`src/rtl/sndbus_pkg.sv`:
```
package sndbus_pkg;
  localparam int DATA_W = 8;
  localparam int ADDR_W = 5;
  localparam int NUM_VOICES = 3;
  localparam int REGS_PER_VOICE = 7;
  localparam int FREQ_W = 2 * DATA_W;
  localparam int PW_W = 12;
  localparam int CUT_LO_W = 3;
  localparam int CUT_W = CUT_LO_W + DATA_W;
  localparam int FILT_BASE = NUM_VOICES * REGS_PER_VOICE;
  localparam int NUM_FILT_REGS = 4;
  localparam int ZERO_A = FILT_BASE + NUM_FILT_REGS;
  localparam int ZERO_B = ZERO_A + 1;
  localparam int OSC_RD = ZERO_A + 2;
  localparam int ENV_RD = ZERO_A + 3;

  typedef enum logic [2:0] {
    SLOT_FLO, SLOT_FHI, SLOT_PLO, SLOT_PHI, SLOT_CTRL, SLOT_AD, SLOT_SR, SLOT_NONE
  } slot_e;

  typedef enum logic [1:0] {RD_BUS, RD_ZERO, RD_OSC, RD_ENV} rdsel_e;

  typedef struct packed {
    logic                     wrAny;
    logic [NUM_VOICES-1:0]    voiceSel;
    slot_e                    slot;
    logic [NUM_FILT_REGS-1:0] filtSel;
    logic                     rdEn;
    rdsel_e                   rdSel;
  } strobe_t;
endpackage

```
`src/rtl/sndbus_ctrl.sv`:
```
module sndbus_ctrl
  import sndbus_pkg::*;
(
  input  logic              clk,
  input  logic              rst_n,
  input  logic [ADDR_W-1:0] addr,
  input  logic              wrEn,
  input  logic              rdEn,
  output strobe_t           st
);
  logic [ADDR_W-1:0] offset;

  always_comb begin
    st.wrAny    = wrEn;
    st.rdEn     = rdEn;
    st.voiceSel = '0;
    offset      = ADDR_W'(REGS_PER_VOICE);
    for (int v = 0; v < NUM_VOICES; v++) begin
      if (addr >= ADDR_W'(v * REGS_PER_VOICE) && addr < ADDR_W'((v + 1) * REGS_PER_VOICE)) begin
        st.voiceSel[v] = wrEn;
        offset = addr - ADDR_W'(v * REGS_PER_VOICE);
      end
    end
    st.slot = slot_e'(offset[2:0]);
  end

  for (genvar k = 0; k < NUM_FILT_REGS; k++) begin : g_filt
    assign st.filtSel[k] = wrEn && (addr == ADDR_W'(FILT_BASE + k));
  end

  always_comb begin
    case (addr)
      ADDR_W'(ZERO_A), ADDR_W'(ZERO_B): st.rdSel = RD_ZERO;
      ADDR_W'(OSC_RD):                  st.rdSel = RD_OSC;
      ADDR_W'(ENV_RD):                  st.rdSel = RD_ENV;
      default:                          st.rdSel = RD_BUS;
    endcase
  end

  AST_ONE_TARGET: assert property (@(posedge clk) disable iff (!rst_n)
    $countones({st.voiceSel, st.filtSel}) <= 1);
  AST_NO_WRITE_NO_SEL: assert property (@(posedge clk) disable iff (!rst_n)
    !wrEn |-> (st.voiceSel == '0 && st.filtSel == '0));
endmodule

```
`src/rtl/sndbus_data.sv`:
```
module sndbus_data
  import sndbus_pkg::*;
#(
  parameter int LIFE_CYCLES = 'h2000
) (
  input  logic                                clk,
  input  logic                                rst_n,
  input  logic                                cycleEn,
  input  strobe_t                             st,
  input  logic [DATA_W-1:0]                   wrData,
  input  logic [DATA_W-1:0]                   osc3In,
  input  logic [DATA_W-1:0]                   env3In,
  input  logic [NUM_VOICES-1:0]               msbRise,
  output logic [DATA_W-1:0]                   rdData,
  output logic [NUM_VOICES-1:0][FREQ_W-1:0]   voiceFreq,
  output logic [NUM_VOICES-1:0][PW_W-1:0]     voicePw,
  output logic [NUM_VOICES-1:0][DATA_W-1:0]   voiceCtrl,
  output logic [NUM_VOICES-1:0]               voiceGate,
  output logic [NUM_VOICES-1:0][DATA_W-1:0]   voiceAd,
  output logic [NUM_VOICES-1:0][DATA_W-1:0]   voiceSr,
  output logic [NUM_VOICES-1:0]               syncReset,
  output logic [CUT_W-1:0]                    cutoff,
  output logic [3:0]                          resonance,
  output logic [3:0]                          routeMask,
  output logic                                voice3Off,
  output logic [2:0]                          filtMode,
  output logic [3:0]                          volume
);
  localparam int LIFE_W = $clog2(LIFE_CYCLES + 1);
  localparam logic [LIFE_W-1:0] LIFE_LOAD = LIFE_W'(LIFE_CYCLES);

  logic [DATA_W-1:0] busVal;
  logic [LIFE_W-1:0] life;

  for (genvar v = 0; v < NUM_VOICES; v++) begin : g_voice
    localparam int SRC  = (v + NUM_VOICES - 1) % NUM_VOICES;
    localparam int SRC2 = (v + 2 * NUM_VOICES - 2) % NUM_VOICES;

    always_ff @(posedge clk or negedge rst_n) begin
      if (!rst_n) begin
        voiceFreq[v] <= '0;
        voicePw[v]   <= '0;
        voiceCtrl[v] <= '0;
        voiceAd[v]   <= '0;
        voiceSr[v]   <= '0;
      end else if (st.voiceSel[v]) begin
        case (st.slot)
          SLOT_FLO:  voiceFreq[v][DATA_W-1:0]      <= wrData;
          SLOT_FHI:  voiceFreq[v][FREQ_W-1:DATA_W] <= wrData;
          SLOT_PLO:  voicePw[v][DATA_W-1:0]        <= wrData;
          SLOT_PHI:  voicePw[v][PW_W-1:DATA_W]     <= wrData[PW_W-DATA_W-1:0];
          SLOT_CTRL: voiceCtrl[v]                  <= wrData;
          SLOT_AD:   voiceAd[v]                    <= wrData;
          SLOT_SR:   voiceSr[v]                    <= wrData;
          default:   ;
        endcase
      end
    end

    assign voiceGate[v] = voiceCtrl[v][0];
    assign syncReset[v] = msbRise[SRC] & voiceCtrl[v][1]
                        & ~(voiceCtrl[SRC][1] & msbRise[SRC2]);
  end

  always_ff @(posedge clk or negedge rst_n) begin
    if (!rst_n) begin
      cutoff    <= '0;
      resonance <= '0;
      routeMask <= '0;
      voice3Off <= 1'b0;
      filtMode  <= '0;
      volume    <= '0;
    end else begin
      if (st.filtSel[0]) cutoff[CUT_LO_W-1:0]     <= wrData[CUT_LO_W-1:0];
      if (st.filtSel[1]) cutoff[CUT_W-1:CUT_LO_W] <= wrData;
      if (st.filtSel[2]) begin
        resonance <= wrData[7:4];
        routeMask <= wrData[3:0];
      end
      if (st.filtSel[3]) begin
        voice3Off <= wrData[7];
        filtMode  <= wrData[6:4];
        volume    <= wrData[3:0];
      end
    end
  end

  always_ff @(posedge clk or negedge rst_n) begin
    if (!rst_n) begin
      busVal <= '0;
      life   <= '0;
    end else if (st.wrAny) begin
      busVal <= wrData;
      life   <= LIFE_LOAD;
    end else if (cycleEn && life != '0) begin
      life <= life - 1'b1;
      if (life == LIFE_W'(1)) busVal <= '0;
    end
  end

  always_ff @(posedge clk or negedge rst_n) begin
    if (!rst_n) rdData <= '0;
    else if (st.rdEn) begin
      case (st.rdSel)
        RD_ZERO: rdData <= '0;
        RD_OSC:  rdData <= osc3In;
        RD_ENV:  rdData <= env3In;
        default: rdData <= busVal;
      endcase
    end
  end

  AST_WRITE_LOADS_BUS: assert property (@(posedge clk) disable iff (!rst_n)
    st.wrAny |=> (busVal == $past(wrData) && life == LIFE_LOAD));
  AST_EXPIRED_IS_ZERO: assert property (@(posedge clk) disable iff (!rst_n)
    (life == '0) |-> (busVal == '0));
  AST_LIFE_HOLDS_IDLE: assert property (@(posedge clk) disable iff (!rst_n)
    (!st.wrAny && !cycleEn) |=> $stable(life));
  AST_READ_HOLDS: assert property (@(posedge clk) disable iff (!rst_n)
    !st.rdEn |=> $stable(rdData));
  AST_ZERO_READ: assert property (@(posedge clk) disable iff (!rst_n)
    (st.rdEn && st.rdSel == RD_ZERO) |=> rdData == '0);
endmodule

```
`src/rtl/sndbus_top.sv`:
```
module sndbus_top
  import sndbus_pkg::*;
#(
  parameter int LIFE_CYCLES = 'h2000
) (
  input  logic                                clk,
  input  logic                                rst_n,
  input  logic                                cycleEn,
  input  logic [ADDR_W-1:0]                   addr,
  input  logic [DATA_W-1:0]                   wrData,
  input  logic                                wrEn,
  input  logic                                rdEn,
  output logic [DATA_W-1:0]                   rdData,
  input  logic [DATA_W-1:0]                   osc3In,
  input  logic [DATA_W-1:0]                   env3In,
  input  logic [NUM_VOICES-1:0]               msbRise,
  output logic [NUM_VOICES-1:0][FREQ_W-1:0]   voiceFreq,
  output logic [NUM_VOICES-1:0][PW_W-1:0]     voicePw,
  output logic [NUM_VOICES-1:0][DATA_W-1:0]   voiceCtrl,
  output logic [NUM_VOICES-1:0]               voiceGate,
  output logic [NUM_VOICES-1:0][DATA_W-1:0]   voiceAd,
  output logic [NUM_VOICES-1:0][DATA_W-1:0]   voiceSr,
  output logic [NUM_VOICES-1:0]               syncReset,
  output logic [CUT_W-1:0]                    cutoff,
  output logic [3:0]                          resonance,
  output logic [3:0]                          routeMask,
  output logic                                voice3Off,
  output logic [2:0]                          filtMode,
  output logic [3:0]                          volume
);
  strobe_t st;

  sndbus_ctrl u_ctrl (
    .clk(clk), .rst_n(rst_n), .addr(addr), .wrEn(wrEn), .rdEn(rdEn), .st(st)
  );

  sndbus_data #(.LIFE_CYCLES(LIFE_CYCLES)) u_data (
    .clk(clk), .rst_n(rst_n), .cycleEn(cycleEn), .st(st), .wrData(wrData),
    .osc3In(osc3In), .env3In(env3In), .msbRise(msbRise), .rdData(rdData),
    .voiceFreq(voiceFreq), .voicePw(voicePw), .voiceCtrl(voiceCtrl),
    .voiceGate(voiceGate), .voiceAd(voiceAd), .voiceSr(voiceSr),
    .syncReset(syncReset), .cutoff(cutoff), .resonance(resonance),
    .routeMask(routeMask), .voice3Off(voice3Off), .filtMode(filtMode),
    .volume(volume)
  );
endmodule

```
`config.mk`:
```
export PLATFORM = sky130hd
export DESIGN_NAME = sndbus_top
export DESIGN_NICKNAME = d
export VERILOG_FILES = /design/src/rtl/sndbus_pkg.sv /design/src/rtl/sndbus_ctrl.sv /design/src/rtl/sndbus_data.sv /design/src/rtl/sndbus_top.sv
export SDC_FILE = /design/constraint.sdc
export NUM_CORES = 1
export LEC_CHECK = 0
export BUFFER_PORTS_ARGS = -buffer_cell sky130_fd_sc_hd__buf_4
export CAP_MARGIN = 0
export CELL_PAD_IN_SITES_DETAIL_PLACEMENT = 0
export CELL_PAD_IN_SITES_GLOBAL_PLACEMENT = 1
export CORE_ASPECT_RATIO = 0.75
export CORE_MARGIN = 5
export CORE_UTILIZATION = 43
export DETAILED_ROUTE_END_ITERATION = 10
export PLACE_DENSITY = 0.78
export SETUP_SLACK_MARGIN = 0.15
export SLEW_MARGIN = 10
export SYNTH_ARGS = -nofsm -noshare
export SYNTH_HDL_FRONTEND = slang
export SYNTH_SLANG_ARGS = --single-unit
export TNS_END_PERCENT = 10
```
`constraint.sdc`:
```
create_clock -name clk -period 2.5 [get_ports clk]
set_input_delay 0.25 -clock clk [delete_from_list [all_inputs] [get_ports clk]]
set_output_delay 0.25 -clock clk [all_outputs]
set_load 0.01 [all_outputs]
```
# After elaboration in Yosys (flattened, before gate mapping)
# Index checks and enable logic that the tools add are counted.
[totals]
register_bits = 213
out_inout_bits = 197
elab_cells = 115
[classes]
add_sub_neg = 3
order_cmp = 6
eq_ne = 18
n_mux = 13
bitwise = 9
n_reduce_logical = 35
[ops]
columns = ["op", "count"]
rows = [
  ["$reduce_and A2 Y1", 22],
  ["$eq A5 B5 Y1 const B", 8],
  ["$mux W14", 2],
  ["$mux W8", 3],
  ["$pmux W8 S3", 1],
  ["$eq A14 B1 Y1 const B", 1],
  ["$reduce_bool A14 Y1", 1],
  ["$sub A14 B1 Y14 const B", 1],
  ["$eq A3 B3 Y1 const B", 3],
  ["$mux W3", 3],
  ["$logic_and A1 B1 Y1", 8],
  ["$and A1 B1 Y1", 6],
  ["$eq A3 B2 Y1 const B", 2],
  ["$pmux W2 S3", 1],
  ["$sub A3 B3 Y3 const B", 2],
  ["$ge A5 B1 Y1 const B", 1],
  ["$ge A5 B3 Y1 const B", 1],
  ["$ge A5 B4 Y1 const B", 1],
  ["$lt A5 B3 Y1 const B", 1],
  ["$lt A5 B4 Y1 const B", 1],
  ["$lt A5 B5 Y1 const B", 1],
  ["$eq A2 B2 Y1 const B", 2],
  ["$reduce_bool A2 Y1", 2],
  ["$eq A3 B1 Y1 const B", 1],
  ["5 further kinds", 9],
]

# Depth between registers and ports, before layout
# Gate-level depths: netlist of the first run.
[logic_depth]
word_depth = 7
depth_mapped = 11
depth_no_buf = 8

# Modules after synthesis
# Synthesis of the first run repeated with hierarchy kept, for this count alone.
[unflattened]
cells_unflattened = 647
area_unflattened_um2 = 8914.8
[modules_own_cells]
columns = ["module", "n_inst", "cells_per_inst", "area_per_inst_um2", "seq_area_each_um2"]
rows = [
  ["sndbus_data", 1, 595, 8573.2, 5330.1],
  ["sndbus_ctrl", 1, 52, 341.6, 0.0],
]

# Least setup slack after synthesis of the first run
# Ideal clock, no wire load.
[synth_path]
path_kind = "input port to flip-flop"
from = "in addr[0]"
to = "reg u_data.voiceFreq[42] (netlist name)"
setup_time_ns = 0.125
arrival_ns = 2.556
setup_slack_ns = -0.181
stages = 9
cell_sequence = "buf_4 -> inv_1 -> ha_1 -> a21oi_2 -> mux2_2 -> o211ai_4 -> nand3_4 -> nor3b_4 -> mux2_2"
[synth_between]
elab_chain_len = 7
[synth_lines]
columns = ["item", "line", "rtl"]
rows = [
  ["start, declared", "sndbus_top.sv:9", "input logic [ADDR_W-1:0] addr,"],
  ["$ge A5 B1 Y1 / $lt A5 B3 Y1 (equally long branches)", "sndbus_ctrl.sv:19", "if (addr >= ADDR_W'(v * REGS_PER_VOICE) && addr < ADDR_W'((v + 1) * REGS_PER_VOICE)) begin"],
  ["$logic_and A1 B1 Y1", "sndbus_ctrl.sv:19", ""],
  ["$mux W3 (3 in a row)", "sndbus_ctrl.sv:19", ""],
  ["$eq A3 B1 Y1", "sndbus_data.sv:47", "case (st.slot)"],
  ["$reduce_and A2 Y1 (no source line) *", "n/a", ""],
  ["end signal, assigned by index", "sndbus_data.sv:48", "SLOT_FLO: voiceFreq[v][DATA_W-1:0] <= wrData;"],
  ["end signal, assigned by index", "sndbus_data.sv:49", "SLOT_FHI: voiceFreq[v][FREQ_W-1:DATA_W] <= wrData;"],
  ["end, declared", "sndbus_data.sv:15", "output logic [NUM_VOICES-1:0][FREQ_W-1:0] voiceFreq,"],
]
# Every way passes the cells marked *; elsewhere a longest branch is shown, timed or not.
# A chain may end at the register's enable or synchronous reset.

# Worst setup path in the final report of the first run
[layout_path]
from = "reg u_data.life[11]"
to = "reg u_data.life[11]"
[layout_between]
elab_chain_len = 3
[layout_lines]
columns = ["item", "line", "rtl"]
rows = [
  ["start, declared", "sndbus_data.sv:33", "logic [LIFE_W-1:0] life;"],
  ["start signal, assigned", "sndbus_data.sv:96", "life <= life - 1'b1;"],
  ["$sub A14 B1 Y14 / $reduce_bool A14 Y1 (equally long branches)", "sndbus_data.sv:96, sndbus_data.sv:95", ""],
  ["$mux W14 / $logic_and A1 B1 Y1 (equally long branches)", "sndbus_data.sv:95", "end else if (cycleEn && life != '0) begin"],
  ["$mux W14 / $reduce_bool A2 Y1 (equally long branches)", "n/a", ""],
]
# Several ways; a longest one is shown, not always the timed one. The select of a mux whose other input is x is not followed.

==> results of run 1 <==
==> power by group through the flow <==
stage	clock network (mW)	registers, mW	logic [mW]
floorplan	0	5.13	1.12
global placement	0	4.86	3.17
detailed placement	0	4.91	3.25
CTS	3.60	4.86	3.26
global route	3.74	4.96	3.44
finish	3.50	4.86	3.21
==> final cells by class <==
cell class	count	area, sq um	area share
repair buffers	287	2300	0.187
multi-input cells	371	3500	0.285
flip-flops and latches	213	5330	0.433
clock buffers	33	643	0.0523
inverters	5	23.8	0.00193
clock inverters	7	141	0.0115
well taps	282	353	0.0287
==> per-stage QoR <==
stage                     setup slack (ns)   util  area (sq um)  instances
final                                0.265  0.602         12300       1198
after global routing                 0.176  0.602         12300       1198
after CTS                            0.259  0.602         12300       1198
after detailed placement            -0.198  0.562         11500       1156
after global placement              -0.134  0.562         11500       1156
after floorplan                     0.0282      -          9050        626
==> sequential cells by signal, summed over array words and instances (netlist names) <==
signal / count
u_data.voicePw: 36
u_data.voice3Off: 1
u_data.cutoff: 11
u_data.rdData: 8
u_data.volume: 4
u_data.resonance: 4
u_data.voiceAd: 24
u_data.voiceSr: 24
u_data.routeMask: 4
u_data.voiceFreq: 48
u_data.busVal: 8
u_data.voiceCtrl: 24
u_data.filtMode: 3
u_data.life: 14
==> metal layers <==
layer | vias to the layer above | routed length, um
met5 | - | 0
met4 | 0 | 543
met3 | 37 | 1620
met2 | 218 | 11800
met1 | 3200 | 11200
li1 | 2782 | -
==> cell usage after synthesis (2+ instances only) <==
cell type	number
nor3_4	3
and3_1	4
xnor2_1	8
or4_1	3
mux2_4	8
and3b_1	2
nor2_1	19
a21oi_1	10
dfrtp_1	213
mux2i_1	2
mux2_1	3
ha_1	9
nor3b_4	3
nand3_1	7
buf_4	6
nor4_4	2
o21ai_0	11
a22o_1	8
buf_2	4
mux2_2	181
inv_1	5
o211ai_1	2
xor2_1	3
clkbuf_1	24
nor3_2	5
nor3_1	13
a2bb2oi_1	8
buf_6	2
nand2b_1	8
a22oi_1	2
nand2_1	27
or3_1	3
a31oi_1	2
==> kinds of logic after synthesis <==
logic type,synth area share
adders and majority gates,0.0125
DFF,0.592
muxes,0.246
xor gates and xnor gates,0.0107
and+or+nand+nor,0.0777
AOI/OAI and AO/OA,0.0393
buffers and inverters,0.0222
==> final timing paths <==
check	start	to	cells after the start	slack [ns]
max	u_data.life[11]	u_data.life[11]	6	0.26
min	rdEn	u_data.rdData[6]	2	0.02
max reg2reg	u_data.life[11]	u_data.life[11]	6	0.26
min reg2reg	u_data.busVal[6]	u_data.busVal[6]	1	0.49
max in group asynchronous	rst_n	u_data.voiceAd[23]	3	1.39
min in group asynchronous	rst_n	u_data.rdData[5]	2	0.29
==> placed cells by master (no fill, tap or decap), drive strengths merged, types with 3 or more instances in the layout <==
cell type,Yosys,routed
bufinv,0,4
nor4,3,3
ha,9,9
buf,13,284
and3,4,4
nand2b,8,8
inv,5,5
or3,4,4
a22o,8,8
dfrtp,213,213
nor3,21,21
xnor2,8,8
nand3,8,8
or4,4,4
o211ai,3,3
nor2,19,19
a2bb2oi,8,8
o21ai,11,11
mux2,192,192
clkbuf,24,34
xor2,3,3
nand2,28,28
a21oi,11,11
nor3b,4,4
==> impl_metrics.json, run 1 <==
{
  "status": "finished clean",
  "grt_first_pass_wirelength_um": 38900,
  "num_antenna_cells": 0,
  "pwr-share-seq": 0.420,
  "crit_fanout": 5,
  "finalSetupTns_ns": 0,
  "rows": 45,
  "antenna_found_initial": 0,
  "clock-root-buffer": "clkbuf_16",
  "drtAntennaViolNets": 0,
  "cpMaxStageDelayCell": "or4b_2",
  "grt_max_degree": 70,
  "ys_top_cells_by_area": "dfrtp_1 59%, mux2_2 23%, mux2_4 1.3%",
  "overflow": 0,
  "vias_per_cell": 5.21,
  "fin_nets": 946,
  "switching_share": 0.284,
  "cts_tree": "yes",
  "dieArea_sq_mm": 0.0240,
  "ios": 234,
  "coreArea_sq_mm": 0.0204,
  "drt_wl_total_um": 25200,
  "yosys.area.top_type": "dfrtp_1",
  "critPathKind": "flop to flop",
  "die_x_um": 177,
  "wl_per_cell_um": 21.0,
  "fillCellCount": 1628,
  "crit_required_ns": 2.87,
  "power.density_mw_per_mm2": 941,
  "p_int_mw": 8.28,
  "total_power_mw": 11.6,
  "relSlewSlack": 0.469,
  "dr.pass1.iters": 5,
  "cp.buffers_inverters": 0,
  "place_congestion": 0.860,
  "finalCritPeriodShare": 0.894,
  "start_util": 0.441,
  "fmax_mhz": 447,
  "drive_gt1_frac": 0.582,
  "arrival_ns": 2.61,
  "top_usage_layer": "met2",
  "critPathMaxStageDelay_ns": 0.65,
  "track_usage": 0.205,
  "cts_buffers": 22,
  "cts_resized": 0,
  "worst_pin_slew_ns": 0.792,
  "start_kind": "flop",
  "clock_sinks": 213,
  "async_flop_share": 1.00,
  "clk_pin_slew_ns": 0.06,
  "htreeDepth": 1,
  "finalCriticalPeriod_ns": 2.24,
  "ys.flop_type": "dfrtp_1",
  "hpwlAfterDp_um": 18200,
  "yosys_warnings": 0,
  "port_buffers": 233,
  "areaGrowthSynthToFinish_pct": 36.6,
  "ir_drop_uv": 506,
  "clock_insertion_delay_worst_skew_ns": 0.50,
  "cp_cell_sequence": "or4_1 -> or4b_2 -> nand3_1 -> nor4_1 -> xnor2_1 -> nor2_1",
  "max_cap_violations": 0,
  "ys_seq_area_frac": 0.592,
  "netlist_area_sq_mm": 0.00900,
  "finalHoldViolations": 0,
  "final_max_slew_viol_count": 0,
  "setup_viol": 0,
  "whs_ns": 0.0192,
  "grt_util_met3": 0.0413,
  "hold_buffers": 2,
  "critPathTopFamily": "simple AND/OR/NAND/NOR gates",
  "route.vias.total": 6237,
  "synth.distinct_cells": 49,
  "drt_iter0_drc": 440,
  "synth.ff_latch_count": 213,
  "endpoint_kind": "flop",
  "syn_inst": 626,
  "use_met1": 0.287,
  "grt_pass1_vias": 6682,
  "min_path_type": "input pin to flop",
  "leakage_nw": 6.05,
  "p_comb_frac": 0.277,
  "cts.path.max_buffers": 3,
  "power_frac_clock": 0.303,
  "switchingPower_mw": 3.29,
  "rsz0062_at_grt": "false",
  "die_h_um": 135,
  "synth_fp_nets": 672,
  "synth.avg_cell_area_sq_um": 14.4,
  "synth-edff-count": 0,
  "clock_skew_ns": 0.00385,
  "yosysTopAreaCellShare": 0.592,
  "drcViolationCount": 0,
  "met2_usage": 0.333,
  "post-cts-setup-buffer-count": 0
}
Note: power is estimated with default switching activity, not from simulation.
==> inputs of run 2 (changes only) <==
--- a/config.mk
+++ b/config.mk
@@ -11,9 +11,9 @@
 export CELL_PAD_IN_SITES_GLOBAL_PLACEMENT = 1
 export CORE_ASPECT_RATIO = 0.75
 export CORE_MARGIN = 5
-export CORE_UTILIZATION = 43
+export CORE_UTILIZATION = 45
 export DETAILED_ROUTE_END_ITERATION = 10
-export PLACE_DENSITY = 0.78
+export PLACE_DENSITY = 0.82
 export SETUP_SLACK_MARGIN = 0.15
 export SLEW_MARGIN = 10
 export SYNTH_ARGS = -nofsm -noshare
==> constraint.sdc (replaced) <==
create_clock -name clk -period 2.8 [get_ports clk]
set_input_delay 0.28 -clock clk [delete_from_list [all_inputs] [get_ports clk]]
set_output_delay 0.28 -clock clk [all_outputs]
set_load 0.01 [all_outputs]
==> impl_metrics.json, run 2 (synthesis results as in run 1) <==
{
  "cts.path.max_buffers": 3,
  "drcViolationCount": 0,
  "place_congestion": 0.840,
  "worst_pin_slew_ns": 1.12,
  "layout_common_cells": "260 x buf_4, 213 x dfrtp_1, 181 x mux2_2, 27 x nand2_1, 23 x clkbuf_16",
  "die_x_um": 173,
  "finalSetupTns_ns": 0,
  "vias_per_cell": 5.34,
  "power.density_mw_per_mm2": 878,
  "drtAntennaViolNets": 0,
  "clock_sinks": 213,
  "clk_pin_slew_ns": 0.06,
  "cts_buffers": 22,
  "post-cts-setup-buffer-count": 0,
  "fillCellCount": 1518,
  "arrival_ns": 2.66,
  "clock_skew_ns": 0.00379,
  "final_max_slew_viol_count": 0,
  "finalCritPeriodShare": 0.821,
  "min_path_type": "input pin to flop",
  "drive_gt1_frac": 0.577,
  "track_usage": 0.214,
  "overflow": 0,
  "clock-root-buffer": "clkbuf_16",
  "worstRegToRegCells": 6,
  "route.vias.total": 6130,
  "clock_insertion_delay_worst_skew_ns": 0.49,
  "htreeDepth": 1,
  "finalCriticalPeriod_ns": 2.30,
  "ios": 234,
  "dieArea_sq_mm": 0.0230,
  "grt_first_pass_wirelength_um": 39400,
  "rows": 44,
  "drt_iter0_drc": 245,
  "total_power_mw": 10.6,
  "wl_per_cell_um": 21.5,
  "coreArea_sq_mm": 0.0195,
  "start_util": 0.462,
  "die_h_um": 133,
  "ir_drop_uv": 628,
  "final_util": 0.617,
  "fin_ws_ns": 0.501,
  "crit_required_ns": 3.17,
  "reg_top3": "u_data.voiceFreq x48, u_data.voicePw x36",
  "start_kind": "flop",
  "fmax_mhz": 435,
  "drt_wl_total_um": 24700,
  "largest_reg_flops": 48,
  "endpoint_kind": "flop",
  "max_cap_violations": 0,
  "whs_path_depth": 2,
  "dp_worst_setup_slack_ns": 0.0242,
  "rsz0062_at_grt": "false",
  "antenna_found_initial": 1,
  "leakage_nw": 5.95,
  "finalHoldViolations": 0,
  "grt_pass1_vias": 6690,
  "port_buffers": 233,
  "relSlewSlack": 0.249,
  "areaGrowthSynthToFinish_pct": 33.6,
  "final_common_cell": "buf_4",
  "place_area_sq_mm": 0.0111,
  "status": "finished clean",
  "critPathKind": "flop to flop",
  "crit_fanout": 5,
  "fin_area_sq_mm": 0.0120,
  "fin_nets": 923,
  "setup_viol": 0,
  "hpwlAfterDp_um": 17000,
  "regMostFlops": "u_data.voiceFreq",
  "dr.pass1.iters": 6,
  "cts_tree": "yes",
  "grt_max_degree": 92
}
[run 2: cell types whose count changed in the layout (fill, tap and decap cells not counted), sizes merged]
| cell | previous run | this run |
|---|---|---|
| buf | 284 | 262 |
| clkbuf | 34 | 28 |
| bufinv | 4 | 7 |
| clkinvlp | 1 | 3 |
| diode | 0 | 1 |
| dlygate4sd3 | 2 | 1 |
| inv | 5 | 6 |
[run 2: critical path, cell delays in order, from the launching register on]
cell and delay [ns]:
dfrtp_1 0.40, or4_1 0.59, or4b_2 0.66, nand3_1 0.21, nor4_1 0.08, xnor2_1 0.17, nor2_1 0.06
[run 2: worst paths after layout]
kind                                       start                 end  slack, ns
max in group asynchronous                  rst_n   u_data.voiceAd[4]       1.60
worst max-delay path             u_data.life[10]     u_data.life[11]       0.50
worst max register to register   u_data.life[10]     u_data.life[11]       0.50
worst min register to register  u_data.busVal[2]    u_data.busVal[2]       0.50
worst min-delay path                     cycleEn      u_data.life[1]       0.03
min in group asynchronous                  rst_n  u_data.voiceSr[14]       0.42
[run 2: layout make-up]
type	instances	area [sq um]	area share
well taps	253	317	0.0263
clock buffers	27	611	0.0508
repair buffers	264	2020	0.168
diodes	1	2.50	0.000208
flip-flops and latches	213	5330	0.443
multi-input cells	371	3480	0.290
clock inverters	13	251	0.0209
inverters	5	18.8	0.00156
[run 2: stage by stage]
stage	hold WS, ns	cells
6_report	0.0349	1147
5_1_grt	0.0297	1147
4_1_cts	0.0108	1146
3_5_place_dp	0.407	1105
3_3_place_gp	0.392	1105
2_1_floorplan	-0.0156	626
[run 2: report_power, final]
group | switching [mW] | internal, mW
Combinational | 1.27 | 1.58
Clock | 1.21 | 2.20
Sequential | 0.470 | 3.83
Total | 2.95 | 7.61
[run 2: per-layer routing]
metal	up-vias	track usage	wire length [um]
met2	208	0.343	11300
met5	-	0	0
met1	3152	0.286	10600
met4	0	0.0408	454
li1	2740	-	-
met3	30	0.0742	2260
[run 2: repair_timing]
action / 4_1_cts / 5_1_grt
hold endpoints to repair: 87 / 0
setup endpoints to repair: 0 / 4
resized for setup: 0 / 1
hold buffers: 1 / 0
==> inputs of run 3 (changes only) <==
--- a/config.mk
+++ b/config.mk
@@ -5,15 +5,16 @@
 export SDC_FILE = /design/constraint.sdc
 export NUM_CORES = 1
 export LEC_CHECK = 0
+export ABC_AREA = 1
 export BUFFER_PORTS_ARGS = -buffer_cell sky130_fd_sc_hd__buf_4
 export CAP_MARGIN = 0
 export CELL_PAD_IN_SITES_DETAIL_PLACEMENT = 0
 export CELL_PAD_IN_SITES_GLOBAL_PLACEMENT = 1
 export CORE_ASPECT_RATIO = 0.75
 export CORE_MARGIN = 5
-export CORE_UTILIZATION = 45
+export CORE_UTILIZATION = 40
 export DETAILED_ROUTE_END_ITERATION = 10
-export PLACE_DENSITY = 0.82
+export PLACE_DENSITY = 0.78
 export SETUP_SLACK_MARGIN = 0.15
 export SLEW_MARGIN = 10
 export SYNTH_ARGS = -nofsm -noshare
==> constraint.sdc (replaced) <==
create_clock -name clk -period 2.3 [get_ports clk]
set_input_delay 0.23 -clock clk [delete_from_list [all_inputs] [get_ports clk]]
set_output_delay 0.23 -clock clk [all_outputs]
set_load 0.01 [all_outputs]
==> impl_metrics.json, run 3 <==
{
  "status": "finished clean",
  "finalCriticalPeriod_ns": 1.92,
  "ios": 234,
  "min_path_type": "input pin to flop",
  "drtAntennaViolNets": 0,
  "cts_buffers": 23,
  "coreArea_sq_mm": 0.0238,
  "clock_skew_ns": 0.0134,
  "ys_top_cells_by_count": "418 x nand2_1, 213 x dfrtp_1, 113 x nand4_1, 76 x nand3_1, 37 x o21ai_0",
  "cts.path.max_buffers": 3,
  "synth.avg_cell_area_sq_um": 8.85,
  "reg2reg_to": "u_data.busVal[4]",
  "setup_viol": 0,
  "place_area_sq_mm": 0.0119,
  "clock_insertion_delay_worst_skew_ns": 0.51,
  "hpwlAfterDp_um": 20000,
  "rrSetupSlack_ns": 0.38,
  "arrival_ns": 2.31,
  "largest_reg_flops": 48,
  "start_util": 0.404,
  "cpMostUsedCell": "nand2_1",
  "min-delay-start": "osc3In[6]",
  "dieArea_sq_mm": 0.0273,
  "relSlewSlack": 0.603,
  "critPathKind": "flop to flop",
  "grt_pass1_vias": 8362,
  "grt_max_degree": 70,
  "antenna_found_initial": 0,
  "drt_iter0_drc": 727,
  "endpoint_kind": "flop",
  "finalHoldViolations": 0,
  "start_kind": "flop",
  "regMostFlops": "u_data.voiceFreq",
  "synth.distinct_cells": 34,
  "synth.most_common_cell": "nand2_1",
  "finalCritPeriodShare": 0.834,
  "yosys_warnings": 0,
  "max_cap_violations": 0,
  "critPathMaxStageDelay_ns": 0.50,
  "wl_per_cell_um": 18.6,
  "clk_pin_slew_ns": 0.06,
  "crit_fanout": 8,
  "drcViolationCount": 0,
  "syn_inst": 1089,
  "hold_end": "u_data.rdData[6]",
  "yosysTopAreaCellShare": 0.553,
  "route.vias.total": 8581,
  "rows": 49,
  "cts_tree": "yes",
  "critPathTopFamily": "compound AO/OA/AOI/OAI gates",
  "fmax_mhz": 521,
  "fin_area_sq_mm": 0.0126,
  "cp_cell_sequence": "inv_1 -> ha_1 -> nand2_1 -> nor2_1 -> a21boi_1 -> a31oi_1 -> buf_4 -> nand2_1 -> nand2_1",
  "dr.pass1.iters": 7,
  "reg2reg_from": "u_data.life[0]",
  "htreeDepth": 1,
  "layout_common_cells": "418 x nand2_1, 258 x buf_4, 213 x dfrtp_1, 113 x nand4_1, 76 x nand3_1",
  "place_congestion": 0.850,
  "drt_wl_total_um": 30500,
  "crit_required_ns": 2.70,
  "worst_pin_slew_ns": 0.594,
  "netlist_area_sq_mm": 0.00963,
  "clock_sinks": 213,
  "port_buffers": 233,
  "cpMaxStageDelayCell": "a21boi_1",
  "async_flop_share": 1.00,
  "total_power_mw": 13.6,
  "ir_drop_uv": 523,
  "grt_first_pass_wirelength_um": 48100,
  "whs_path_depth": 3,
  "worstRegToRegCells": 9,
  "track_usage": 0.219,
  "die_x_um": 189,
  "final_common_cell": "nand2_1",
  "fin_nets": 1361,
  "ys_top_cells_by_area": "dfrtp_1 55%, nand2_1 16%, nand4_1 7.3%",
  "leakage_nw": 6.68,
  "cp.buffers_inverters": 2,
  "rsz0062_at_grt": "false",
  "final_max_slew_viol_count": 0,
  "drive_gt1_frac": 0.255,
  "synth.ff_latch_count": 213,
  "areaGrowthSynthToFinish_pct": 30.7,
  "num_antenna_cells": 0,
  "ys_seq_area_frac": 0.553,
  "die_h_um": 144,
  "yosys.area.top_type": "dfrtp_1",
  "overflow": 0,
  "ys.flop_type": "dfrtp_1",
  "synth_fp_nets": 1135,
  "clock-root-buffer": "clkbuf_16",
  "vias_per_cell": 5.24,
  "reg_top3": "u_data.voiceFreq x48, u_data.voicePw x36",
  "synth-edff-count": 0,
  "power.density_mw_per_mm2": 1080
}
[run 3: cell types whose count changed in the layout (fill, tap and decap cells not counted), moves of 9 or more]
cell / before / now
nand4_1: 0 / 113
mux2_2: 181 / 0
nor2_1: 19 / 33
nand2_1: 27 / 418
nand3_1: 7 / 76
nor3_1: 12 / 3
a21oi_1: 10 / 20
o31ai_1: 0 / 9
inv_1: 4 / 29
buf_12: 2 / 14
clkbuf_1: 2 / 11
o21ai_0: 11 / 37
[run 3: area by class of cell]
type / count / area [sq um]
clock inverters: 4 / 48.8
repair buffers: 275 / 2250
well taps: 306 / 383
fillers: 2239 / 11300
clock buffers: 37 / 658
flip-flops and latches: 213 / 5330
multi-input cells: 770 / 3790
inverters: 32 / 123
[run 3: through the flow]
step | setup TNS (ns) | util | hold slack (ns) | setup slack [ns] | instances
6_report | 0 | 0.528 | 0.0285 | 0.382 | 1637
5_1_grt | 0 | 0.528 | 0.0127 | 0.182 | 1637
4_1_cts | 0 | 0.528 | 0.00295 | 0.370 | 1637
3_5_place_dp | -1.59 | 0.497 | 0.131 | -0.0991 | 1594
3_3_place_gp | 0 | 0.497 | 0.132 | 0.0126 | 1594
2_1_floorplan | 0 | - | -0.0656 | 0.477 | 1089
[run 3: repair_timing]
| item | 4_1_cts | 5_1_grt |
|---|---|---|
| hold buffers | 2 | 0 |
| setup endpoints to repair | 0 | 1 |
| resized for setup | 0 | 1 |
| setup buffers | 0 | 0 |
| hold endpoints to repair | 214 | 0 |
[run 3: where the power goes]
part	leakage, nW	internal [mW]	switching [mW]
logic	3.59	2.05	2.34
clock network	0.344	2.07	1.50
registers	2.74	4.84	0.799
total	6.68	8.95	4.65
[run 3: worst max path at each step]
stage | to | cells after the start | startpoint
2_1_floorplan | u_data.voiceCtrl[18] | 10 | addr[1]
3_3_place_gp | u_data.voiceFreq[22] | 12 | addr[2]
3_5_place_dp | u_data.voiceFreq[17] | 12 | addr[1]
4_1_cts | u_data.busVal[2] | 9 | u_data.life[0]
5_1_grt | u_data.voiceFreq[19] | 12 | addr[2]
6_report | u_data.busVal[4] | 9 | u_data.life[0]
[run 3: tightest hold or removal path, delay by kind of cell]
| kind | cells | cell delay [ns] |
|---|---|---|
| AOI/OAI and AO/OA | 1 | 0.09 |
| and+or+nand+nor | 1 | 0.06 |
| buffers and inverters | 1 | 0.11 |
[run 3: cells by family after synthesis]
family / after synthesis / synth area share
xor gates and xnor gates: 10 / 0.00909
DFF: 213 / 0.553
buffers and inverters: 106 / 0.0548
adders and majority gates: 9 / 0.0117
and+or+nand+nor: 679 / 0.330
AOI/OAI and AO/OA: 72 / 0.0408
[run 3: layer usage]
metal  vias up  part of all wire  global-route usage
met2       326              0.42               0.317
met1      4112              0.48               0.338
met3        39             0.079              0.0444
met5         -                 0                   0
met4         0             0.021              0.0517
li1       4104                 -                   -
